--- config.mk ---
export PLATFORM = sky130hd
export DESIGN_NAME = excl_monitor
export DESIGN_NICKNAME = d
export VERILOG_FILES = /design/src/rtl/excl_pkg.sv /design/src/rtl/excl_arb.sv /design/src/rtl/excl_tag_bank.sv /design/src/rtl/excl_monitor.sv
export SDC_FILE = /design/constraint.sdc
export NUM_CORES = 1
export LEC_CHECK = 0
export BUFFER_PORTS_ARGS = -buffer_cell sky130_fd_sc_hd__buf_2
export CAP_MARGIN = 15
export CORE_MARGIN = 1.5
export CORE_UTILIZATION = 47
export CTS_CLUSTER_DIAMETER = 150
export DETAILED_ROUTE_END_ITERATION = 6
export PLACE_DENSITY = 0.73
export SLEW_MARGIN = 30
export SYNTH_ARGS = -nofsm -noshare
export SYNTH_HDL_FRONTEND = slang
export SYNTH_HIERARCHICAL = 1
export SYNTH_SLANG_ARGS = --single-unit
--- constraint.sdc ---
create_clock -name clk -period 3.8 [get_ports clk]
set_input_delay 0.76 -clock clk [delete_from_list [all_inputs] [get_ports clk]]
set_output_delay 0.76 -clock clk [all_outputs]
set_load 0.03 [all_outputs]
--- src/rtl/excl_pkg.sv ---
package excl_pkg;
  typedef enum logic [1:0] {
    OP_LDEX = 2'd0,
    OP_STEX = 2'd1,
    OP_ST   = 2'd2,
    OP_RSVD = 2'd3
  } excl_op_e;
endpackage

--- src/rtl/excl_arb.sv ---
// Fixed-priority grant: lowest index wins.
module excl_arb #(
  parameter int NUM_CPU = 4,
  localparam int IDW = $clog2(NUM_CPU)
) (
  input  logic [NUM_CPU-1:0] req,
  output logic [NUM_CPU-1:0] gnt,
  output logic [IDW-1:0]     gnt_id,
  output logic               gnt_any
);
  localparam logic [NUM_CPU-1:0] ONE = {{(NUM_CPU-1){1'b0}}, 1'b1};

  assign gnt     = req & (~req + ONE);
  assign gnt_any = |req;

  always_comb begin
    gnt_id = '0;
    for (int i = NUM_CPU - 1; i >= 0; i--) begin
      if (req[i]) gnt_id = IDW'(i);
    end
  end
endmodule

--- src/rtl/excl_tag_bank.sv ---
// Per-processor reservation state and pass/fail decision.
module excl_tag_bank
  import excl_pkg::*;
#(
  parameter int NUM_CPU = 4,
  parameter int WA_W    = 30,
  localparam int IDW = $clog2(NUM_CPU)
) (
  input  logic            clk,
  input  logic            rst,
  input  logic            acc,
  input  logic [IDW-1:0]  cpu,
  input  logic [WA_W-1:0] waddr,
  input  logic            shared,
  input  excl_op_e        op,
  output logic            pass,
  output logic            write
);
  logic [NUM_CPU-1:0] hit;
  logic [NUM_CPU-1:0] loc_flag;

  always_comb begin
    pass = 1'b0;
    if (op == OP_STEX) pass = shared ? hit[cpu] : loc_flag[cpu];
    write = (op == OP_ST) || pass;
  end

  for (genvar g = 0; g < NUM_CPU; g++) begin : g_cpu
    logic            vld;
    logic            loc;
    logic [WA_W-1:0] taddr;
    logic            mine;

    assign hit[g]      = vld && (taddr == waddr);
    assign loc_flag[g] = loc;
    assign mine        = (cpu == IDW'(g));

    always_ff @(posedge clk) begin
      if (rst) begin
        vld   <= 1'b0;
        loc   <= 1'b0;
        taddr <= '0;
      end else if (acc) begin
        if (mine) begin
          if (op == OP_LDEX) begin
            if (shared) begin
              vld   <= 1'b1;
              taddr <= waddr;
            end else begin
              loc <= 1'b1;
            end
          end else if (op == OP_STEX && pass) begin
            if (shared) vld <= 1'b0;
            else        loc <= 1'b0;
          end
        end else if (write && shared && hit[g]) begin
          vld <= 1'b0;
        end
      end
    end
  end
endmodule

--- src/rtl/excl_monitor.sv ---
module excl_monitor
  import excl_pkg::*;
#(
  parameter int NUM_CPU = 4,
  parameter int ADDR_W  = 32,
  localparam int IDW  = $clog2(NUM_CPU),
  localparam int WA_W = ADDR_W - 2
) (
  input  logic                      clk,
  input  logic                      rst,
  input  logic [NUM_CPU-1:0]        req_valid,
  output logic [NUM_CPU-1:0]        req_ready,
  input  logic [NUM_CPU*ADDR_W-1:0] req_addr,
  input  logic [NUM_CPU-1:0]        req_shared,
  input  logic [2*NUM_CPU-1:0]      req_op,
  output logic                      resp_valid,
  output logic [IDW-1:0]            resp_cpu,
  output logic                      resp_status,
  output logic                      mem_we
);
  logic [IDW-1:0]    gid;
  logic              acc;
  logic [ADDR_W-1:0] sel_addr;
  logic              sel_sh;
  excl_op_e          sel_op;
  logic              pass;
  logic              write;
  logic              fail;

  excl_arb #(.NUM_CPU(NUM_CPU)) u_arb (
    .req    (req_valid),
    .gnt    (req_ready),
    .gnt_id (gid),
    .gnt_any(acc)
  );

  always_comb begin
    sel_addr = req_addr[gid*ADDR_W +: ADDR_W];
    sel_sh   = req_shared[gid];
    sel_op   = excl_op_e'(req_op[gid*2 +: 2]);
  end

  excl_tag_bank #(.NUM_CPU(NUM_CPU), .WA_W(WA_W)) u_bank (
    .clk   (clk),
    .rst   (rst),
    .acc   (acc),
    .cpu   (gid),
    .waddr (sel_addr[ADDR_W-1:2]),
    .shared(sel_sh),
    .op    (sel_op),
    .pass  (pass),
    .write (write)
  );

  assign fail = ((sel_op == OP_STEX) && !pass) || (sel_op == OP_RSVD);

  always_ff @(posedge clk) begin
    if (rst) begin
      resp_valid  <= 1'b0;
      resp_cpu    <= '0;
      resp_status <= 1'b0;
      mem_we      <= 1'b0;
    end else begin
      resp_valid  <= acc;
      resp_status <= acc && fail;
      mem_we      <= acc && write;
      if (acc) resp_cpu <= gid;
    end
  end
endmodule

==> results of run 1 <==
-- stage by stage --
step                      instance area [um2]  hold slack (ps)  util (%)  cells
final                                    9050              463      58.9   1238
after global routing                     9050              476      58.9   1238
after CTS                                9050              462      58.9   1238
after detailed placement                 8470              454      55.1   1206
after global placement                   8470              443      55.1   1206
after floorplan                          7480              433         -    876
-- how the worst max path moves through the flow --
stage	start	end
after global routing	req_valid[2]	resp_status
final	req_valid[2]	resp_status
after detailed placement	req_valid[2]	resp_status
after floorplan	req_valid[2]	resp_status
after global placement	req_valid[2]	resp_status
after CTS	req_valid[2]	resp_status
-- cell families (layout without fill, tap and decap cells) --
family | count (synthesis) | in the layout | share of synthesized area, %
xor+xnor | 120 | 120 | 15.5
compound gates | 145 | 145 | 10.2
simple gates | 355 | 355 | 21.0
flops | 133 | 133 | 35.6
buf+inv | 86 | 237 | 7.04
mux | 37 | 37 | 10.6
-- tightest hold or removal path, cell delays in order (launching register included) --
cell and delay (ps):
dfxtp_1 310, nand2_1 50, a21oi_1 50
-- where the power goes --
part	total, W	leakage [nW]	internal [W]	switching, W
logic	0.000715	1.79	0.000328	0.000388
registers	0.00144	1.07	0.00142	0.0000189
clock network	0.00161	0.274	0.000984	0.000629
-- state kept, by name, summed over array words and instances, names as in the netlist --
register / cells
u_bank/g_cpu.vld: 4
resp_valid: 1
mem_we: 1
u_bank/g_cpu.taddr: 120
resp_status: 1
u_bank/g_cpu.loc: 4
resp_cpu: 2
-- cell type report --
class / count / share of cell area, %
inverters: 3 / 0.124
multi-input cells: 657 / 47.6
flip-flops and latches: 133 / 29.4
clock buffers: 21 / 4.98
repair buffers: 202 / 13.6
well taps: 211 / 2.92
clock inverters: 11 / 1.41
-- routing by layer --
metal / track usage [%] / vias up
met5: 0 / -
met4: 7.53 / 0
met3: 5.37 / 21
met2: 41.8 / 249
met1: 32.3 / 3207
li1: - / 3239
-- cells in the final DEF (no fill, tap or decap), drive strengths merged --
master	n
a211o	1
a211oi	1
a21oi	134
a31o	2
and2	6
and4bb	1
buf	202
bufinv	2
clkbuf	21
clkinv	5
clkinvlp	3
dfxtp	133
inv	4
mux2i	3
mux4	34
nand2	255
nand2b	5
nand3	12
nand4	37
nor2	14
nor2b	6
nor3	3
nor3b	2
nor4	8
nor4b	2
o211a	1
o21a	1
o21ai	1
o221ai	1
o31ai	1
o41ai	2
or3	1
or4	3
xnor2	120
==> results.md, run 1 <==
- Flops & latches, synth: 133
- Met3 wire len: 1170 um
- Site Rows: 45
- Initial DRC Count: 506
- Outcome: finished, final reports clean
- Final Hold Viols: 0
- # Max-Cap Violations: 0
- Post_cts resized: 0
- Routed wire length: 20000 um
- Die Area: 16700 um2
- Routed vias: 6716
- Overflow after GRT: 0
- Power per cell area: 417 nW/um2
- Post-synth top cells: nand2_1 (255), a21oi_1 (134), dfxtp_1 (133)
- Pre-CTS setup slack: -65.1 ps
- WL met1: 8800 um
- Fin nets: 1160
- Sequential-to-total area share from yosys stat: 35.6%
- Placed wire-length estimate: 14400 um
- Crit-path most repeated cell: nand4_1
- Critical Path, Cell by Cell: buf_2, nand2b_1, a21oi_4, buf_12, buf_4, mux4_2, xnor2_1, nand4_1, nor4_1, nand3_1, nand4_1, a31o_1, inv_1, o211a_1
- Initial Utilization: 48.7%
- Die X: 129 um
- Final GP Congestion: 0.832
- Fin Setup TNS: 0 ps
- Critical path required time: 4120 ps
- Share of layout cells above drive strength 1: 27.8%
- Crit-path leading delay family: simple AND/OR/NAND/NOR gates
- Final slew viol count: 0
- Met2 WL post-DR: 9790 um
- Cells on worst reg2reg path: 9
- Clk buf depth: 2
- Largest cells by area after synthesis: dfxtp_1 (36%), nand2_1 (13%), xnor2_1 (13%)
- Synth top area share: 35.6%
- Post-synthesis cell type count: 39
- Hold path endpoint: u_bank/g_cpu[0].loc
- CTS tree: built
- Post-synth top flop: dfxtp_1
- Top layer in use: met4
- Slack of the critical path: 282 ps
- Die height: 129 um
- CP bufs+invs: 4
- Hold Crit Class: flop to flop
- Final worst-path cycle share: 92.6%
- WL/cell: 16.2 um
- Nature of the critical path endpoint: flop
- CP max stage cell: mux4_2
- TritonCTS Buffers: 17
- Peak VDD IR: 0.000315 V
- Reg-to-reg setup timing slack: 1760 ps
- Cell area after synthesis: 7480 um2
- Cts hold-fix bufs: 0
- CTS clk-pin slew, worst paths: 60 ps
- Mapped Nets: 1022
- First-pass GRT wire length: 31500 um
- Vias in the first global route: 6060
- Post-CTS Setup Inserts: 0
- Diode count: 0
- Vias per inst: 5.42
- Post-synthesis cell count: 876
- Largest net degree at the start of global routing: 89
- RSZ-0062 raised after global routing: no
- Hold Path Origin: u_bank/g_cpu[0].loc
- Ys Warns: 6
- DRC violations left: 0
- # fillers: 1365
- Worst-path maximum fanout: 12
- FF/Latch Area: 2660 um2
- CP Launch Type: input port
- Total Power: 0.00377 W
- Tot GR Track Use: 24.9%
- Min Tclk post-route: 3520 ps
- Number of synthesized flops with an enable pin: 0
- Crit path kind: input port to flop
- Critical Path Max Stage Delay: 640 ps
- DRT antenna net count: 0
- Clock root cell: clkbuf_16
- Static leakage power: 3.14 nW
- Worst-Margin Slew: 965 ps
- CTS Sinks: 133
- Mean post-synth cell area: 8.54 um2
- Clock Latency Late Sink: 430 ps
- WP data arrival: 3830 ps
- Async SR Flop Fraction: 0%
- Most common cell in the netlist: nand2_1
- Reg2reg end: resp_status
- Layout area overhead: 21.0%
- Peak Freq: 0.284 GHz
- Launch point of the worst reg-to-reg path: u_bank/g_cpu[3].taddr[25]
- Setup violations, final: 0
- Fin Clk Skew: 5.47 ps
- WHS Path Cells: 2
- H-tree depth: 4
- Initial antenna violation count: 0
- TritonRoute pass-1 iters: 5
- Port bufs: 146
- Core area: 15400 um2
- Slew HR: 35.7%
- Area occupied by multi-input gates: 4310 um2
- Crit path depth: 14
- Num ports: 155
- Area leader, netlist: dfxtp_1
(Power assumes the default switching activity.)
==> run 2, diff against run 1 <==
--- a/config.mk
+++ b/config.mk
@@ -5,13 +5,15 @@
 export SDC_FILE = /design/constraint.sdc
 export NUM_CORES = 1
 export LEC_CHECK = 0
+export ABC_AREA = 1
 export BUFFER_PORTS_ARGS = -buffer_cell sky130_fd_sc_hd__buf_2
 export CAP_MARGIN = 15
 export CORE_MARGIN = 1.5
 export CORE_UTILIZATION = 47
 export CTS_CLUSTER_DIAMETER = 150
 export DETAILED_ROUTE_END_ITERATION = 6
-export PLACE_DENSITY = 0.73
+export PLACE_DENSITY = 0.72
+export SKIP_CTS_REPAIR_TIMING = 1
 export SLEW_MARGIN = 30
 export SYNTH_ARGS = -nofsm -noshare
 export SYNTH_HDL_FRONTEND = slang
==> constraint.sdc (replaced) <==
create_clock -name clk -period 3.8 [get_ports clk]
set_input_delay 0.76 -clock clk [delete_from_list [all_inputs] [get_ports clk]]
set_output_delay 0.76 -clock clk [all_outputs]
set_load 0.005 [all_outputs]
==> results.md, run 2 <==
- Outcome: finished, final reports clean (unchanged)
- Die height: 134 um (was 129 um)
- Critical Path Max Stage Delay: 320 ps (was 640 ps)
- CP Launch Type: input port (unchanged)
- WP data arrival: 3750 ps (was 3830 ps)
- Leading cell type in the layout, fill and taps excluded: nand2_1 (unchanged)
- Diode count: 0 (unchanged)
- Most common cell in the netlist: nand2_1 (unchanged)
- # Max-Cap Violations: 0 (unchanged)
- RSZ-0062 raised after global routing: no (unchanged)
- Largest cells by area after synthesis: dfxtp_1 (33%), nand2_1 (14%), o21ai_0 (11%) (was dfxtp_1 (36%), nand2_1 (13%), xnor2_1 (13%))
- Crit path kind: input port to flop (unchanged)
- CTS Sinks: 133 (unchanged)
- Ys Warns: 6 (unchanged)
- Largest net degree at the start of global routing: 75 (was 89)
- TritonRoute pass-1 iters: 6 (was 5)
- Final slew viol count: 0 (unchanged)
- Max FFs per register: 120 (unchanged)
- Share of layout cells above drive strength 1: 17.2% (was 27.8%)
- CTS tree: built (unchanged)
- Reg with most FFs: u_bank/g_cpu.taddr (unchanged)
- Fin nets: 1572 (was 1160)
- Vias per inst: 5.13 (was 5.42)
- WL/cell: 14.1 um (was 16.2 um)
- Number of synthesized flops with an enable pin: 0 (unchanged)
- Final Hold Viols: 0 (unchanged)
- Min Tclk post-route: 3450 ps (was 3520 ps)
- Slew HR: 49.4% (was 35.7%)
- Core area: 16700 um2 (was 15400 um2)
- Layout area overhead: 19.5% (was 21.0%)
- Reg-to-reg setup timing slack: 1640 ps (was 1760 ps)
- Site Rows: 47 (was 45)
- Nature of the critical path endpoint: flop (unchanged)
- Post-synthesis cell type count: 31 (was 39)
- Tot GR Track Use: 26.7% (was 24.9%)
- H-tree depth: 4 (unchanged)
- DRT antenna net count: 0 (unchanged)
- Die Area: 18000 um2 (was 16700 um2)
- Worst-path maximum fanout: 33 (was 12)
- Sequential-to-total area share from yosys stat: 33.0% (was 35.6%)
- Crit-path most repeated cell: nand2_1 (was nand4_1)
- Post-DP Area: 9020 um2 (was 8470 um2)
- Peak VDD IR: 0.000341 V (was 0.000315 V)
- Placed insts: 1627 (was 1206)
- Port bufs: 146 (unchanged)
- Clock root cell: clkbuf_16 (unchanged)
- Final Non-Filler Cells: 1659 (was 1238)
- Synth top area share: 33.0% (was 35.6%)
- Flops & latches, synth: 133 (unchanged)
- Clock Latency Late Sink: 420 ps (was 430 ps)
- Fin Setup TNS: 0 ps (unchanged)
- Fin Clk Skew: 4.21 ps (was 5.47 ps)
- Area leader, netlist: dfxtp_1 (unchanged)
- Top Registers: u_bank/g_cpu.taddr x120, u_bank/g_cpu.loc x4, u_bank/g_cpu.vld x4 (unchanged)
- Async SR Flop Fraction: 0% (unchanged)
- Die X: 134 um (was 129 um)
- Hold Crit Class: flop to flop (unchanged)
- Overflow after GRT: 0 (unchanged)
- Routed vias: 8505 (was 6716)
- Placed wire-length estimate: 17100 um (was 14400 um)
- Cells on worst reg2reg path: 16 (was 9)
- Post-synth top flop: dfxtp_1 (unchanged)
- Final worst-path cycle share: 90.9% (was 92.6%)
- Initial DRC Count: 625 (was 506)
- Mean post-synth cell area: 6.19 um2 (was 8.54 um2)
- CP max stage cell: buf_4 (was mux4_2)
- CTS clk-pin slew, worst paths: 60 ps (about the same)
- Crit-path leading delay family: simple AND/OR/NAND/NOR gates (unchanged)
- DRC violations left: 0 (unchanged)
- First-pass GRT wire length: 38100 um (was 31500 um)
- Initial antenna violation count: 0 (unchanged)
- Mapped Nets: 1449 (was 1022)
- Cell area after synthesis: 8070 um2 (was 7480 um2)
- Final GP Congestion: 0.949 (was 0.832)
- Worst-Margin Slew: 758 ps (was 965 ps)
- Setup violations, final: 0 (unchanged)
- CP bufs+invs: 5 (was 4)
- Critical path required time: 4100 ps (was 4120 ps)
- Routed wire length: 23300 um (was 20000 um)
- Power per cell area: 424 nW/um2 (was 417 nW/um2)
- Launch point of the worst reg-to-reg path: u_bank/g_cpu[3].taddr[7] (was u_bank/g_cpu[3].taddr[25])
- Commonest cells after routing, fill and taps aside: nand2_1 (300), inv_1 (187), o21ai_0 (184) (was nand2_1 (255), buf_2 (145), dfxtp_1 (133), a21oi_1 (133), xnor2_1 (107))
- Vias in the first global route: 7834 (was 6060)
- Peak Freq: 0.290 GHz (was 0.284 GHz)
- Initial Utilization: 48.3% (was 48.7%)
- WHS Path Cells: 2 (unchanged)
- Final instance area: 9640 um2 (was 9050 um2)
- Num ports: 155 (unchanged)
- Clk buf depth: 2 (unchanged)
- Post-synth top cells: nand2_1 (301), inv_1 (188), o21ai_0 (184) (was nand2_1 (255), a21oi_1 (134), dfxtp_1 (133))
- Post-synthesis cell count: 1303 (was 876)
- TritonCTS Buffers: 17 (unchanged)
- Hold Path Origin: u_bank/g_cpu[2].taddr[12] (was u_bank/g_cpu[0].loc)
- Reg2reg end: u_bank/g_cpu[1].vld (was resp_status)
- Static leakage power: 4.22 nW (was 3.14 nW)
- Hold path endpoint: u_bank/g_cpu[2].taddr[12] (was u_bank/g_cpu[0].loc)
## run 2: cell count changes in the layout (fill, tap and decap cells not counted), moves of 8 or more
cell,before,now
o22ai_1,0,34
nor2_1,14,119
inv_2,0,8
xnor2_1,107,37
o21ai_1,0,9
o21ai_0,1,184
mux4_2,34,0
nand2_1,255,300
xnor2_2,12,0
buf_4,51,43
inv_1,3,187
nand4_1,37,20
## run 2: tightest hold or removal path: cells and delay by family, from the launching register on
family	cells	cell delay [ps]
AOI/OAI and AO/OA	1	50
buffers and inverters	1	50
DFF	1	310
## run 2: how the worst max path moves through the flow
stage | depth (start not counted) | from | endpoint | slack [ps]
detailed placement | 25 | req_valid[0] | u_bank/g_cpu[1].vld | 30
floorplan | 23 | req_valid[0] | u_bank/g_cpu[3].vld | 430
global route | 27 | req_valid[0] | u_bank/g_cpu[1].vld | 70
CTS | 25 | req_valid[0] | u_bank/g_cpu[1].vld | 430
finish | 25 | req_valid[0] | u_bank/g_cpu[1].vld | 350
global placement | 25 | req_valid[0] | u_bank/g_cpu[1].vld | 120
## run 2: final cells by class
cell class              instances  area [um2]
clock buffers                  24         502
clock inverters                 8         120
fillers                      1620        7060
inverters                     195         732
multi-input cells             886        4210
flip-flops and latches        133        2660
well taps                     220         275
repair buffers                193        1130
## run 2: cell families after synthesis
logic type / Yosys count / synth area share [%]
xor+xnor: 39 / 4.24
simple gates: 481 / 24.0
flops: 133 / 33.0
compound gates: 366 / 23.7
buf+inv: 284 / 15.0
## run 2: metrics by stage
| stage | utilization [%] | hold WS (ps) | power, W | setup WS [ps] |
|---|---|---|---|---|
| after floorplan | - | 435 | 0.00209 | 430 |
| after global placement | 54.0 | 442 | 0.00236 | 120 |
| after detailed placement | 54.0 | 446 | 0.00238 | 30.2 |
| after CTS | 57.7 | 455 | 0.00410 | 432 |
| after global routing | 57.7 | 476 | 0.00429 | 67.3 |
| final | 57.7 | 453 | 0.00409 | 346 |
## run 2: where the power goes
group / switching [W] / total (W) / internal [W]
clock: 0.000609 / 0.00172 / 0.00112
sequential: 0.0000263 / 0.00147 / 0.00145
combinational: 0.000554 / 0.000890 / 0.000336
total: 0.00119 / 0.00409 / 0.00290
## run 2: layer usage
metal  vias to the layer above  part of all wire (%)  GRT usage [%]
li1                       4380                     -              -
met1                      3808                    44           34.4
met3                        50                   5.9           5.22
met4                         0                   3.4           11.2
met2                       267                    47           43.8
met5                         -                     0              0
==> run 3, diff against run 2 <==
--- a/config.mk
+++ b/config.mk
@@ -9,13 +9,12 @@
 export BUFFER_PORTS_ARGS = -buffer_cell sky130_fd_sc_hd__buf_2
 export CAP_MARGIN = 15
 export CORE_MARGIN = 1.5
-export CORE_UTILIZATION = 47
+export CORE_UTILIZATION = 52
 export CTS_CLUSTER_DIAMETER = 150
 export DETAILED_ROUTE_END_ITERATION = 6
-export PLACE_DENSITY = 0.72
+export PLACE_DENSITY = 0.78
 export SKIP_CTS_REPAIR_TIMING = 1
 export SLEW_MARGIN = 30
 export SYNTH_ARGS = -nofsm -noshare
 export SYNTH_HDL_FRONTEND = slang
-export SYNTH_HIERARCHICAL = 1
 export SYNTH_SLANG_ARGS = --single-unit
==> results.md, run 3 <==
- Outcome: finished, violations left (was finished, final reports clean)
- Failing checks: DRC
- Critical path required time: 4080 ps (was 4100 ps)
- Static leakage power: 5.29 nW (was 4.22 nW)
- # fillers: 1530 (was 1620)
- Placed wire-length estimate: 25300 um (was 17100 um)
- Worst-Margin Slew: 678 ps (was 758 ps)
- Placed insts: 1832 (was 1627)
- CTS Sinks: 133 (unchanged)
- Commonest cells after routing, fill and taps aside: nand2_1 (362), inv_1 (163), nand3_1 (153) (was nand2_1 (300), inv_1 (187), o21ai_0 (184))
- Post-synth top cells: nand2_1 (362), inv_1 (164), nand3_1 (153) (was nand2_1 (301), inv_1 (188), o21ai_0 (184))
- Mean post-synth cell area: 6.21 um2 (was 6.19 um2)
- Largest net degree at the start of global routing: 64 (was 75)
- Tot GR Track Use: 37.0% (was 26.7%)
- Synth Area in Simple Gates: 39.0% (was 24.0%)
- FF/Latch Area: 2660 um2 (unchanged)
- Num ports: 155 (unchanged)
- Area occupied by multi-input gates: 5140 um2 (was 4210 um2)
- Synth top area share: 30.2% (was 33.0%)
- Flops & latches, synth: 133 (unchanged)
- TritonRoute pass-1 iters: 7 (was 6)
- CP Launch Type: input port (unchanged)
- Post-synthesis cell type count: 41 (was 31)
- Fin Clk Skew: 5.22 ps (was 4.21 ps)
- Clock Latency Late Sink: 430 ps (was 420 ps)
- # Max-Cap Violations: 0 (unchanged)
- Peak VDD IR: 0.000348 V (was 0.000341 V)
- Worst-path maximum fanout: 21 (was 33)
- Final worst-path cycle share: 91.8% (was 90.9%)
- Hold Crit Class: flop to flop (unchanged)
- Layout area overhead: 24.0% (was 19.5%)
- Share of layout cells above drive strength 1: 21.6% (was 17.2%)
- Synth Area in Adders: 0% (unchanged)
- Final slew viol count: 0 (unchanged)
- Overflow after GRT: 0 (unchanged)
- Initial DRC Count: 1231 (was 625)
- Area leader, netlist: dfxtp_1 (unchanged)
- Max FFs per register: 120 (unchanged)
- H-tree depth: 4 (unchanged)
- Clk buf depth: 2 (unchanged)
- Nature of the critical path endpoint: flop (unchanged)
- CTS tree: built (unchanged)
- Cell area after synthesis: 8810 um2 (was 8070 um2)
- Port bufs: 146 (unchanged)
- Post-synth top flop: dfxtp_1 (unchanged)
- Final GP Congestion: 1.05 (was 0.949)
- CTS clk-pin slew, worst paths: 60 ps (about the same)
- Setup violations, final: 0 (unchanged)
- Routed vias: 10600 (was 8505)
- Slew HR: 54.8% (was 49.4%)
- Largest family of logic cells by synthesized area: simple AND/OR/NAND/NOR gates (unchanged)
- Largest cells by area after synthesis: dfxtp_1 (30%), nand2_1 (15%), nand3_1 (8.7%) (was dfxtp_1 (33%), nand2_1 (14%), o21ai_0 (11%))
- Min Tclk post-route: 3490 ps (was 3450 ps)
- Final Hold Viols: 0 (unchanged)
- Diode count: 0 (unchanged)
- Mapped Nets: 1566 (was 1449)
- Power per cell area: 377 nW/um2 (was 424 nW/um2)
- Vias per inst: 5.67 (was 5.13)
- Fin Setup TNS: 0 ps (unchanged)
- WL/cell: 17.5 um (was 14.1 um)
- Post-Synth XOR/XNOR Area: 2.19% (was 4.24%)
- Peak Freq: 0.287 GHz (was 0.290 GHz)
- Routed wire length: 32500 um (was 23300 um)
- Clock root cell: clkbuf_16 (unchanged)
- DRC violations left: 1 (was 0)
- Top Registers: u_bank.g_cpu.taddr x120, u_bank.g_cpu.loc x4, u_bank.g_cpu.vld x4 (was u_bank/g_cpu.taddr x120, u_bank/g_cpu.loc x4, u_bank/g_cpu.vld x4)
- Mux contribution to synthesized area: 0% (unchanged)
- Core area: 16600 um2 (was 16700 um2)
- Leading cell type in the layout, fill and taps excluded: nand2_1 (unchanged)
- Die X: 133 um (was 134 um)
- RSZ-0062 raised after global routing: no (unchanged)
- Initial antenna violation count: 0 (unchanged)
- WP data arrival: 3770 ps (was 3750 ps)
- Async SR Flop Fraction: 0% (unchanged)
- Most common cell in the netlist: nand2_1 (unchanged)
- Site Rows: 47 (unchanged)
- Final Non-Filler Cells: 1862 (was 1659)
- Vias in the first global route: 9560 (was 7834)
- Sequential-to-total area share from yosys stat: 30.2% (was 33.0%)
- Die Area: 17700 um2 (was 18000 um2)
- Crit path kind: input port to flop (unchanged)
- Die height: 133 um (was 134 um)
- Ys Warns: 0 (was 6)
- TritonCTS Buffers: 17 (unchanged)
- Number of synthesized flops with an enable pin: 0 (unchanged)
- Reg with most FFs: u_bank.g_cpu.taddr (was u_bank/g_cpu.taddr)
- Fin nets: 1777 (was 1572)
- First-pass GRT wire length: 50800 um (was 38100 um)
- Initial Utilization: 53.2% (was 48.3%)
- Post-synthesis cell count: 1420 (was 1303)
- Compound-Gate Fraction of Synth Area: 16.9% (was 23.7%)
- DRT antenna net count: 0 (unchanged)
## run 3: worst max-delay path: stages
cell and delay (ps):
buf_2 120, nor2_2 140, inv_2 80, nor2_8 120, buf_12 180, nand3_1 250, nand2_2 170, xor2_1 300
nand3_1 180, nor2_1 120, nand2_1 60, nor2_1 290, nor2_1 80, nor2_1 110, nand2_1 60, nand2_1 90
nand2_2 80, nand2_1 170, nand3_1 100, nand2_1 80, nand3_1 80, nand2_1 70, a21oi_1 50
## run 3: path summary, 6_finish.rpt
kind | depth (start not counted) | from | slack, ps | endpoint
setup / recovery | 23 | req_valid[1] | 310 | u_bank.g_cpu[3].vld
hold / removal | 2 | u_bank.g_cpu[0].vld | 460 | u_bank.g_cpu[0].vld
setup reg to reg | 18 | u_bank.g_cpu[1].taddr[22] | 1370 | u_bank.g_cpu[3].vld
hold reg to reg | 2 | u_bank.g_cpu[0].vld | 460 | u_bank.g_cpu[0].vld
## run 3: per-layer routing
metal  GRT usage [%]  part of all wire [%]
met5               0                     0
met4            16.7                   4.6
met3            8.98                    11
met2            58.9                    44
met1            47.7                    41
## run 3: kinds of logic (layout without fill, tap and decap cells)
group	count (synthesis)	in the layout
and+or+nand+nor	746	746
DFF	133	133
xor gates and xnor gates	22	22
buffers and inverters	238	460
AOI/OAI and AO/OA	281	281
## run 3: layout make-up
| type | instances | area share (%) |
|---|---|---|
| clock inverters | 10 | 0.779 |
| multi-input cells | 1049 | 47.0 |
| well taps | 220 | 2.52 |
| flip-flops and latches | 133 | 24.4 |
| inverters | 172 | 5.94 |
| repair buffers | 258 | 15.3 |
| clock buffers | 20 | 4.09 |
## run 3: per-stage QoR
stage          total power [W]  setup slack (ps)  instance area [um2]  utilization (%)  hold slack, ps
6_report               0.00412               311                10900             65.9             462
2_1_floorplan          0.00212               852                 8810                -             434
5_1_grt                0.00428              80.2                10900             65.9             488
3_5_place_dp           0.00259              17.4                10400             62.7             455
4_1_cts                0.00409               417                10900             65.9             463
3_3_place_gp           0.00258              32.0                10400             62.7             448
## run 3: power breakdown
part	internal (W)	switching, W
registers	0.00145	0.0000337
clock network	0.000902	0.000616
logic	0.000419	0.000707
